### src/rtl/pma_check_pkg.sv
package pma_check_pkg;

   typedef enum logic [1:0] {
      ACC_READ  = 2'd0,
      ACC_WRITE = 2'd1,
      ACC_FETCH = 2'd2,
      ACC_RSVD  = 2'd3
   } acc_mode_e;

   typedef enum logic {
      TBL_UNCACHE  = 1'b0,
      TBL_MISALIGN = 1'b1
   } tbl_sel_e;

   localparam int CAUSE_W = 4;
   localparam logic [CAUSE_W-1:0] CAUSE_LOAD_MISALIGN  = 4'd4;
   localparam logic [CAUSE_W-1:0] CAUSE_STORE_MISALIGN = 4'd6;
   localparam int NUM_TABLES = 2;

endpackage

### src/rtl/pma_region_table.sv
module pma_region_table #(
   parameter int ADDR_W  = 32,
   parameter int ENTRIES = 4
) (
   input  logic                              clk,
   input  logic                              rst_n,
   input  logic                              wr_en,
   input  logic [$clog2(ENTRIES)-1:0]        wr_idx,
   input  logic [ADDR_W-1:0]                 wr_base,
   input  logic [ADDR_W-1:0]                 wr_limit,
   input  logic                              wr_valid,
   output logic [ENTRIES-1:0][ADDR_W-1:0]    base_o,
   output logic [ENTRIES-1:0][ADDR_W-1:0]    limit_o,
   output logic [ENTRIES-1:0]                valid_o
);

   localparam int IDX_W = $clog2(ENTRIES);

   initial begin
      assert (ENTRIES >= 2 && ENTRIES <= 64)
         else $error("pma_region_table: ENTRIES out of range");
      assert (ADDR_W >= 8)
         else $error("pma_region_table: ADDR_W too small");
   end

   logic [ENTRIES-1:0][ADDR_W-1:0] base_q;
   logic [ENTRIES-1:0][ADDR_W-1:0] limit_q;
   logic [ENTRIES-1:0]             valid_q;

   for (genvar e = 0; e < ENTRIES; e++) begin : g_entry
      logic hit_w;
      assign hit_w = wr_en && (wr_idx == IDX_W'(e));

      always_ff @(posedge clk) begin
         if (!rst_n) begin
            base_q[e]  <= '0;
            limit_q[e] <= '0;
            valid_q[e] <= 1'b0;
         end else if (hit_w) begin
            base_q[e]  <= wr_base;
            limit_q[e] <= wr_limit;
            valid_q[e] <= wr_valid;
         end
      end
   end

   assign base_o  = base_q;
   assign limit_o = limit_q;
   assign valid_o = valid_q;


   hold_chk: assert property (@(posedge clk) disable iff (!rst_n)
      !wr_en |=> $stable(valid_q) && $stable(base_q) && $stable(limit_q));


   load_chk: assert property (@(posedge clk) disable iff (!rst_n)
      wr_en |=> valid_q[$past(wr_idx)] == $past(wr_valid));

endmodule

### src/rtl/pma_span_match.sv
module pma_span_match #(
   parameter int ADDR_W  = 32,
   parameter int SIZE_W  = 4,
   parameter int ENTRIES = 4
) (
   input  logic [ADDR_W-1:0]              addr,
   input  logic [SIZE_W-1:0]              size,
   input  logic [ENTRIES-1:0][ADDR_W-1:0] base,
   input  logic [ENTRIES-1:0][ADDR_W-1:0] limit,
   input  logic [ENTRIES-1:0]             valid,
   output logic                           hit
);

   localparam int EXT_W = ADDR_W + 1;

   initial begin
      assert (SIZE_W >= 1 && SIZE_W < ADDR_W)
         else $error("pma_span_match: SIZE_W out of range");
   end

   logic [EXT_W-1:0]   span_lo;
   logic [EXT_W-1:0]   span_hi;
   logic [ENTRIES-1:0] fits;

   assign span_lo = {1'b0, addr};
   assign span_hi = span_lo + {{(EXT_W-SIZE_W){1'b0}}, size};

   for (genvar e = 0; e < ENTRIES; e++) begin : g_cmp
      logic lo_ok;
      logic hi_ok;
      assign lo_ok   = {1'b0, base[e]} <= span_lo;
      assign hi_ok   = span_hi <= {1'b0, limit[e]};
      assign fits[e] = valid[e] && lo_ok && hi_ok;
   end

   assign hit = |fits;

endmodule

### src/rtl/pma_align_check.sv
module pma_align_check #(
   parameter int ADDR_W     = 32,
   parameter int ALIGN_W    = 2,
   parameter bit MASK_SHIFT = 1'b1
) (
   input  logic [ADDR_W-1:0]  addr,
   input  logic [ALIGN_W-1:0] align_exp,
   output logic               aligned
);

   initial begin
      assert (ALIGN_W >= 1 && (2 ** ALIGN_W) - 1 <= ADDR_W)
         else $error("pma_align_check: ALIGN_W too wide for ADDR_W");
   end

   logic [ADDR_W-1:0] low_mask;

   if (MASK_SHIFT) begin : g_shift
      assign low_mask = ~({ADDR_W{1'b1}} << align_exp);
   end else begin : g_thermo
      for (genvar k = 0; k < ADDR_W; k++) begin : g_bit
         assign low_mask[k] = (k < int'(align_exp));
      end
   end

   assign aligned = (addr & low_mask) == '0;

endmodule

### src/rtl/pma_check.sv
module pma_check
   import pma_check_pkg::*;
#(
   parameter int ADDR_W     = 32,
   parameter int SIZE_W     = 4,
   parameter int ALIGN_W    = 2,
   parameter int ENTRIES    = 4,
   parameter bit MASK_SHIFT = 1'b1
) (
   input  logic                       clk,
   input  logic                       rst_n,
   input  logic                       cfg_we,
   input  logic                       cfg_sel,
   input  logic [$clog2(ENTRIES)-1:0] cfg_idx,
   input  logic [ADDR_W-1:0]          cfg_base,
   input  logic [ADDR_W-1:0]          cfg_limit,
   input  logic                       cfg_valid,
   input  logic                       req_valid,
   input  logic                       req_phys,
   input  logic [1:0]                 req_mode,
   input  logic [ADDR_W-1:0]          req_vaddr,
   input  logic                       req_vaddr_ok,
   input  logic [ADDR_W-1:0]          req_paddr,
   input  logic [SIZE_W-1:0]          req_size,
   input  logic [ALIGN_W-1:0]         req_align,
   input  logic [ADDR_W-1:0]          req_alt_addr,
   output logic                       rsp_valid,
   output logic                       rsp_uncacheable,
   output logic                       rsp_fault,
   output logic [3:0]                 rsp_cause,
   output logic [ADDR_W-1:0]          rsp_fault_addr,
   output logic                       rsp_error
);

   initial begin
      assert (CAUSE_W == 4) else $error("pma_check: cause width mismatch");
      assert (ENTRIES >= 2) else $error("pma_check: need two or more entries");
   end

   // ---------------- region tables ----------------
   logic [NUM_TABLES-1:0][ENTRIES-1:0][ADDR_W-1:0] tbl_base;
   logic [NUM_TABLES-1:0][ENTRIES-1:0][ADDR_W-1:0] tbl_limit;
   logic [NUM_TABLES-1:0][ENTRIES-1:0]             tbl_valid;
   logic [NUM_TABLES-1:0]                          tbl_hit;

   for (genvar t = 0; t < NUM_TABLES; t++) begin : g_tbl
      logic sel_w;
      assign sel_w = cfg_we && (cfg_sel == 1'(t));

      pma_region_table #(
         .ADDR_W  (ADDR_W),
         .ENTRIES (ENTRIES)
      ) u_table (
         .clk      (clk),
         .rst_n    (rst_n),
         .wr_en    (sel_w),
         .wr_idx   (cfg_idx),
         .wr_base  (cfg_base),
         .wr_limit (cfg_limit),
         .wr_valid (cfg_valid),
         .base_o   (tbl_base[t]),
         .limit_o  (tbl_limit[t]),
         .valid_o  (tbl_valid[t])
      );

      pma_span_match #(
         .ADDR_W  (ADDR_W),
         .SIZE_W  (SIZE_W),
         .ENTRIES (ENTRIES)
      ) u_match (
         .addr  (req_paddr),
         .size  (req_size),
         .base  (tbl_base[t]),
         .limit (tbl_limit[t]),
         .valid (tbl_valid[t]),
         .hit   (tbl_hit[t])
      );
   end

   logic unc_hit;
   logic tol_hit;
   logic tol_any;

   assign unc_hit = tbl_hit[TBL_UNCACHE];
   assign tol_hit = tbl_hit[TBL_MISALIGN];
   assign tol_any = |tbl_valid[TBL_MISALIGN];

   // ---------------- alignment ----------------
   logic va_aligned;
   logic pa_aligned;

   pma_align_check #(
      .ADDR_W     (ADDR_W),
      .ALIGN_W    (ALIGN_W),
      .MASK_SHIFT (MASK_SHIFT)
   ) u_align_va (
      .addr      (req_vaddr),
      .align_exp (req_align),
      .aligned   (va_aligned)
   );

   pma_align_check #(
      .ADDR_W     (ADDR_W),
      .ALIGN_W    (ALIGN_W),
      .MASK_SHIFT (MASK_SHIFT)
   ) u_align_pa (
      .addr      (req_paddr),
      .align_exp (req_align),
      .aligned   (pa_aligned)
   );

   // ---------------- decision ----------------
   acc_mode_e         mode;
   logic              is_fetch;
   logic              misfit;
   logic [ADDR_W-1:0] blame_addr;
   logic              nxt_fault;
   logic              nxt_error;
   logic [CAUSE_W-1:0] nxt_cause;
   logic [ADDR_W-1:0] nxt_addr;
   logic              nxt_unc;

   assign mode     = acc_mode_e'(req_mode);
   assign is_fetch = (mode == ACC_FETCH);

   always_comb begin
      if (!req_phys) begin
         misfit     = !tol_any && !is_fetch && !va_aligned;
         blame_addr = req_vaddr;
      end else begin
         misfit     = !is_fetch && !pa_aligned && !tol_hit;
         blame_addr = req_vaddr_ok ? req_vaddr : req_alt_addr;
      end
   end

   always_comb begin
      nxt_fault = 1'b0;
      nxt_error = 1'b0;
      nxt_cause = '0;
      if (misfit) begin
         unique case (mode)
            ACC_READ: begin
               nxt_fault = 1'b1;
               nxt_cause = CAUSE_LOAD_MISALIGN;
            end
            ACC_WRITE: begin
               nxt_fault = 1'b1;
               nxt_cause = CAUSE_STORE_MISALIGN;
            end
            default: nxt_error = 1'b1;
         endcase
      end
   end

   assign nxt_addr = misfit ? blame_addr : '0;
   assign nxt_unc  = req_phys && unc_hit;

   // ---------------- response registers ----------------
   always_ff @(posedge clk) begin
      if (!rst_n) begin
         rsp_valid       <= 1'b0;
         rsp_uncacheable <= 1'b0;
         rsp_fault       <= 1'b0;
         rsp_cause       <= '0;
         rsp_fault_addr  <= '0;
         rsp_error       <= 1'b0;
      end else begin
         rsp_valid       <= req_valid;
         rsp_uncacheable <= req_valid && nxt_unc;
         rsp_fault       <= req_valid && nxt_fault;
         rsp_cause       <= req_valid ? nxt_cause : '0;
         rsp_fault_addr  <= req_valid ? nxt_addr : '0;
         rsp_error       <= req_valid && nxt_error;
      end
   end

   // ---------------- assertions ----------------

   rsp_follow_chk: assert property (@(posedge clk) disable iff (!rst_n)
      req_valid |=> rsp_valid);


   idle_quiet_chk: assert property (@(posedge clk) disable iff (!rst_n)
      !rsp_valid |-> !rsp_fault && !rsp_error && !rsp_uncacheable
                     && rsp_cause == '0 && rsp_fault_addr == '0);


   fetch_clean_chk: assert property (@(posedge clk) disable iff (!rst_n)
      req_valid && req_mode == 2'd2 |=> !rsp_fault && !rsp_error);


   cause_code_chk: assert property (@(posedge clk) disable iff (!rst_n)
      rsp_fault |-> (rsp_cause == 4'd4 || rsp_cause == 4'd6));


   fault_error_excl_chk: assert property (@(posedge clk) disable iff (!rst_n)
      !(rsp_fault && rsp_error));


   error_no_cause_chk: assert property (@(posedge clk) disable iff (!rst_n)
      rsp_error |-> rsp_cause == '0);


   virt_defer_chk: assert property (@(posedge clk) disable iff (!rst_n)
      req_valid && !req_phys && tol_any |=> !rsp_fault && !rsp_error);


   virt_cacheable_chk: assert property (@(posedge clk) disable iff (!rst_n)
      req_valid && !req_phys |=> !rsp_uncacheable);

endmodule

### config.mk
export PLATFORM = sky130hd
export DESIGN_NAME = pma_check
export DESIGN_NICKNAME = d
export VERILOG_FILES = /design/src/rtl/pma_check_pkg.sv /design/src/rtl/pma_region_table.sv /design/src/rtl/pma_span_match.sv /design/src/rtl/pma_align_check.sv /design/src/rtl/pma_check.sv
export SDC_FILE = /design/constraint.sdc
export NUM_CORES = 2
export LEC_CHECK = 0
export ABC_CLOCK_PERIOD_IN_PS = 8400
export BUFFER_PORTS_ARGS = -buffer_cell sky130_fd_sc_hd__buf_2
export CORE_ASPECT_RATIO = 1.25
export CORE_MARGIN = 2
export CORE_UTILIZATION = 37
export CTS_CLUSTER_DIAMETER = 50
export DETAILED_ROUTE_END_ITERATION = 8
export SYNTH_ARGS = -nofsm -noshare
export SYNTH_HDL_FRONTEND = slang
export SYNTH_SLANG_ARGS = --single-unit
### constraint.sdc
create_clock -name clk -period 8.4 [get_ports clk]
set_clock_uncertainty 0.15 [all_clocks]
set_input_delay 1.68 -clock clk [delete_from_list [all_inputs] [get_ports clk]]
set_output_delay 1.68 -clock clk [all_outputs]
set_load 0.02 [all_outputs]
==> summary.md <==
| Metric | Value |
|---|---|
| Max Fclk | roughly 140 MHz |
| Die extent in y | around 340 um |
| # nets final | about 5000 |
| Status | completed |
| Gate Count Post-Synth | ~4200 |
| Internal power | 5.08 mW |
| Ports | 218 |
| Detailed placement HPWL | 83.0 mm |
| Vias in the first global route | 28427 |
| WP buf/inv | 2 |
| Synth async-reset ratio | 0% |
| Core Box Area | ~90000 um^2 |
| Drt drc | 0 |
| Final hold violation count | 0 |
| DR pass1 iterations | 7 |
| CP required | roughly 8700 ps |
| First-pass GRT wire length | between 150 and 200 mm |
| P&R area growth vs syn | 13.1% |
| Final WS setup | 1180 ps |
| Die Wd | 274 um |
| GR Overflow Total | 0 |
| Startpoint types | input port |
| Yosys cell types | 67 |
| Sw power | between 1.5 and 2 mW |
| IO Port Bufs | around 220 |
| Yosys warns | 0 |
| Switch share | roughly 28% |
| Top-area cell type share of the netlist area | between 30 and 40% |
| Area leader, netlist | dfxtp_1 |
| Hold bufs inserted after CTS | 0 |
| Pre-CTS setup slack | 794 ps |
| Final Instance Count excl. Fillers | between 5000 and 6000 |
| Final period util | 86.0% |
| Final Slew Violations | 0 |
| Root buffer cell | clkbuf_16 |
| Total number of vias | roughly 30000 |
| Combinational group share of total power | 12.9% |
| EDFF count, synth | 0 |
| GRT Total Usage | between 20% and 30% |
| Post-synth top flop | dfxtp_1 |
| Drt first-iter violations | 2147 |
| Initial antenna violation count | 13 |
| Crit path DAT | 7550 ps |
| Most frequent cells in the layout | nand2_1 (1187), dfxtp_1 (558), a21boi_0 (523), ha_1 (516), inv_1 (303) |
| CTS max path bufs | 3 |
| Share of cells above drive strength 1 | 9.29% |
| Critical path type | in2reg |
| CP cell instances | buf_2 -> ha_1 -> a21o_1 -> a21oi_1 -> o21bai_1 -> nand4b_1 -> nor3_1 -> nand2_1 -> nor4_1 -> nand2_1 -> xnor2_1 -> ha_1 -> nor2b_1 -> nor4_1 -> nand4_1 -> o211ai_1 -> a32oi_1 -> a31oi_4 -> buf_4 -> a21oi_1 |
| Mapped cell area | about 34000 um^2 |
| Worst-Margin Slew | between 1000 and 1500 ps |
| Maximum fanout along the worst path | 33 |
| Placed cells | 5419 |
| Maximum VDD drop | between 0.1 and 0.15 mV |
| WL/cell | about 21 um |
| Final ANT Viol Nets | 0 |
| Commonest non-fill, non-tap cell in the layout | nand2_1 |
| Min-delay worst type | reg2reg |
| CP max stage delay | 700 ps |
| CTS tree | yes |
| Synthesized flop and latch total | 558 |
| Pleak | 14.9 nW |
| Cts repair resizes | 0 |
| H-tree levels | 3 |
| Vias per cell | roughly 5.3 |
| Final setup viols | 0 |
| Die ar. | slightly above 90000 um^2 |
| Final TNS setup | 0 ps |
| Initial Util | a little under two fifths |
| Seq/Total Area, Yosys | 33.1% |
| Clk_lat worst skew | 650 ps |
| Placer Congestion | 0.964 |
| RSZ-0062 raised after global routing | no |
| PD cells | approximately 180 nW/um^2 |
| Clk slew on worst S/H paths | 50 ps |
| Setup Buffers After CTS | 0 |
| CP max-delay cell | xnor2_1 |
| # clock sinks | 558 |
| Post-Syn Area per Cell | about 8 um^2 |
| Sequential Power Share | between 30% and 40% |
| Power share of the clock group | 48.2% |
| MaxCap Viol Count | 0 |
| CP top delay family | simple AND/OR/NAND/NOR gates |
| Relative slew slack | approximately 14% |
| Row cnt | 123 |
| Post-layout minimum cycle time | 7220 ps |
| Largest net degree at the start of global routing | 210 |
| Final WL | about 120 mm |
| FILL cells | just over 9000 |
| Total CTS buffers | 76 |
| Crit path capture type | register |
| Top post-synthesis cells by area | dfxtp_1 (33%), ha_1 (19%), nand2_1 (13%), a21boi_0 (12%), inv_1 (3.4%) |
[power groups by stage]
stage	sequential (mW)	clock [mW]	combinational, mW
global route	2.74	3.54	1.00
global placement	2.79	0	0.880
finish	2.74	3.39	0.905
floorplan	2.80	0	0.555
detailed placement	2.80	0	0.892
CTS	2.74	3.44	0.897
[cell usage after synthesis, drive strengths merged (14+ instances only)]
cell type and instances:
dfxtp 558, nor2 85, a21oi 180, a21boi 523
a2111oi 14, nor2b 27, nor4 22, ha 516
o211ai 23, nand3 37, clkbuf 165, inv 303
xnor2 30, o21ai 93, nand4 117, a211oi 26
nand2 1190, a21o 74, buf 84, nor3 34
[state kept, by name, summed over array words and instances (netlist names)]
register	cells
rsp_uncacheable	1
rsp_fault_addr	32
rsp_error	1
rsp_cause	2
rsp_fault	1
g_tbl.u_table.base_o	256
g_tbl.u_table.valid_o	8
g_tbl.u_table.limit_o	256
rsp_valid	1
[worst reg2reg max path: cells and delay by family, from the launching register on]
kind            cells  cell delay (ps)
fa+ha+maj           1              290
compound gates      3              760
flops               1              320
simple gates        5             1800
buf+inv             1              410
[through the flow]
stage	hold WS [ps]	area (um^2)	util, %	power, mW
2_1_floorplan	289	33700	-	3.35
3_3_place_gp	302	35500	39.4	3.67
3_5_place_dp	308	35500	39.4	3.69
4_1_cts	316	38100	42.3	7.07
5_1_grt	328	38100	42.3	7.29
6_report	312	38100	42.3	7.03
[layout make-up]
type	instances	area [um^2]	share of cell area (%)
Multi-Input combinational cell	3115	20300	53.3
Clock inverter	38	513	1.35
Tap cell	1187	1490	3.89
Sequential cell	558	11200	29.3
Antenna cell	2	5.00	0.0131
Timing Repair Buffer	256	1410	3.69
Clock buffer	98	2100	5.50
Inverter	303	1140	2.98
[per-layer routing]
| layer | GRT usage [%] | wire [um] |
|---|---|---|
| met1 | 31.3 | 49800 |
| met3 | 4.22 | 7530 |
| met5 | 0 | 80 |
| met2 | 41.4 | 55100 |
| met4 | 11.9 | 5810 |
[path summary, 6_finish.rpt]
kind | startpoint | end | slack (ps) | cells after the start
worst min register to register | g_tbl[0].u_table.base_o[96] | g_tbl[0].u_table.base_o[96] | 310 | 2
worst max-delay path | req_paddr[1] | rsp_fault_addr[27] | 1180 | 20
worst max register to register | g_tbl[1].u_table.base_o[110] | rsp_fault_addr[27] | 4530 | 10
worst min-delay path | g_tbl[0].u_table.base_o[96] | g_tbl[0].u_table.base_o[96] | 310 | 2
[logic make-up (layout without fill, tap and decap cells)]
group,after synthesis,count (layout),synth area share [%]
compound gates,987,987,20.1
xor+xnor,30,30,0.779
fa+ha+maj,517,517,19.2
buf+inv,552,695,6.96
flops,558,558,33.1
mux,2,2,0.0631
other cells,1,4,0.0111
simple gates,1577,1577,19.7
No activity file was read; power rests on OpenSTA's default activity.
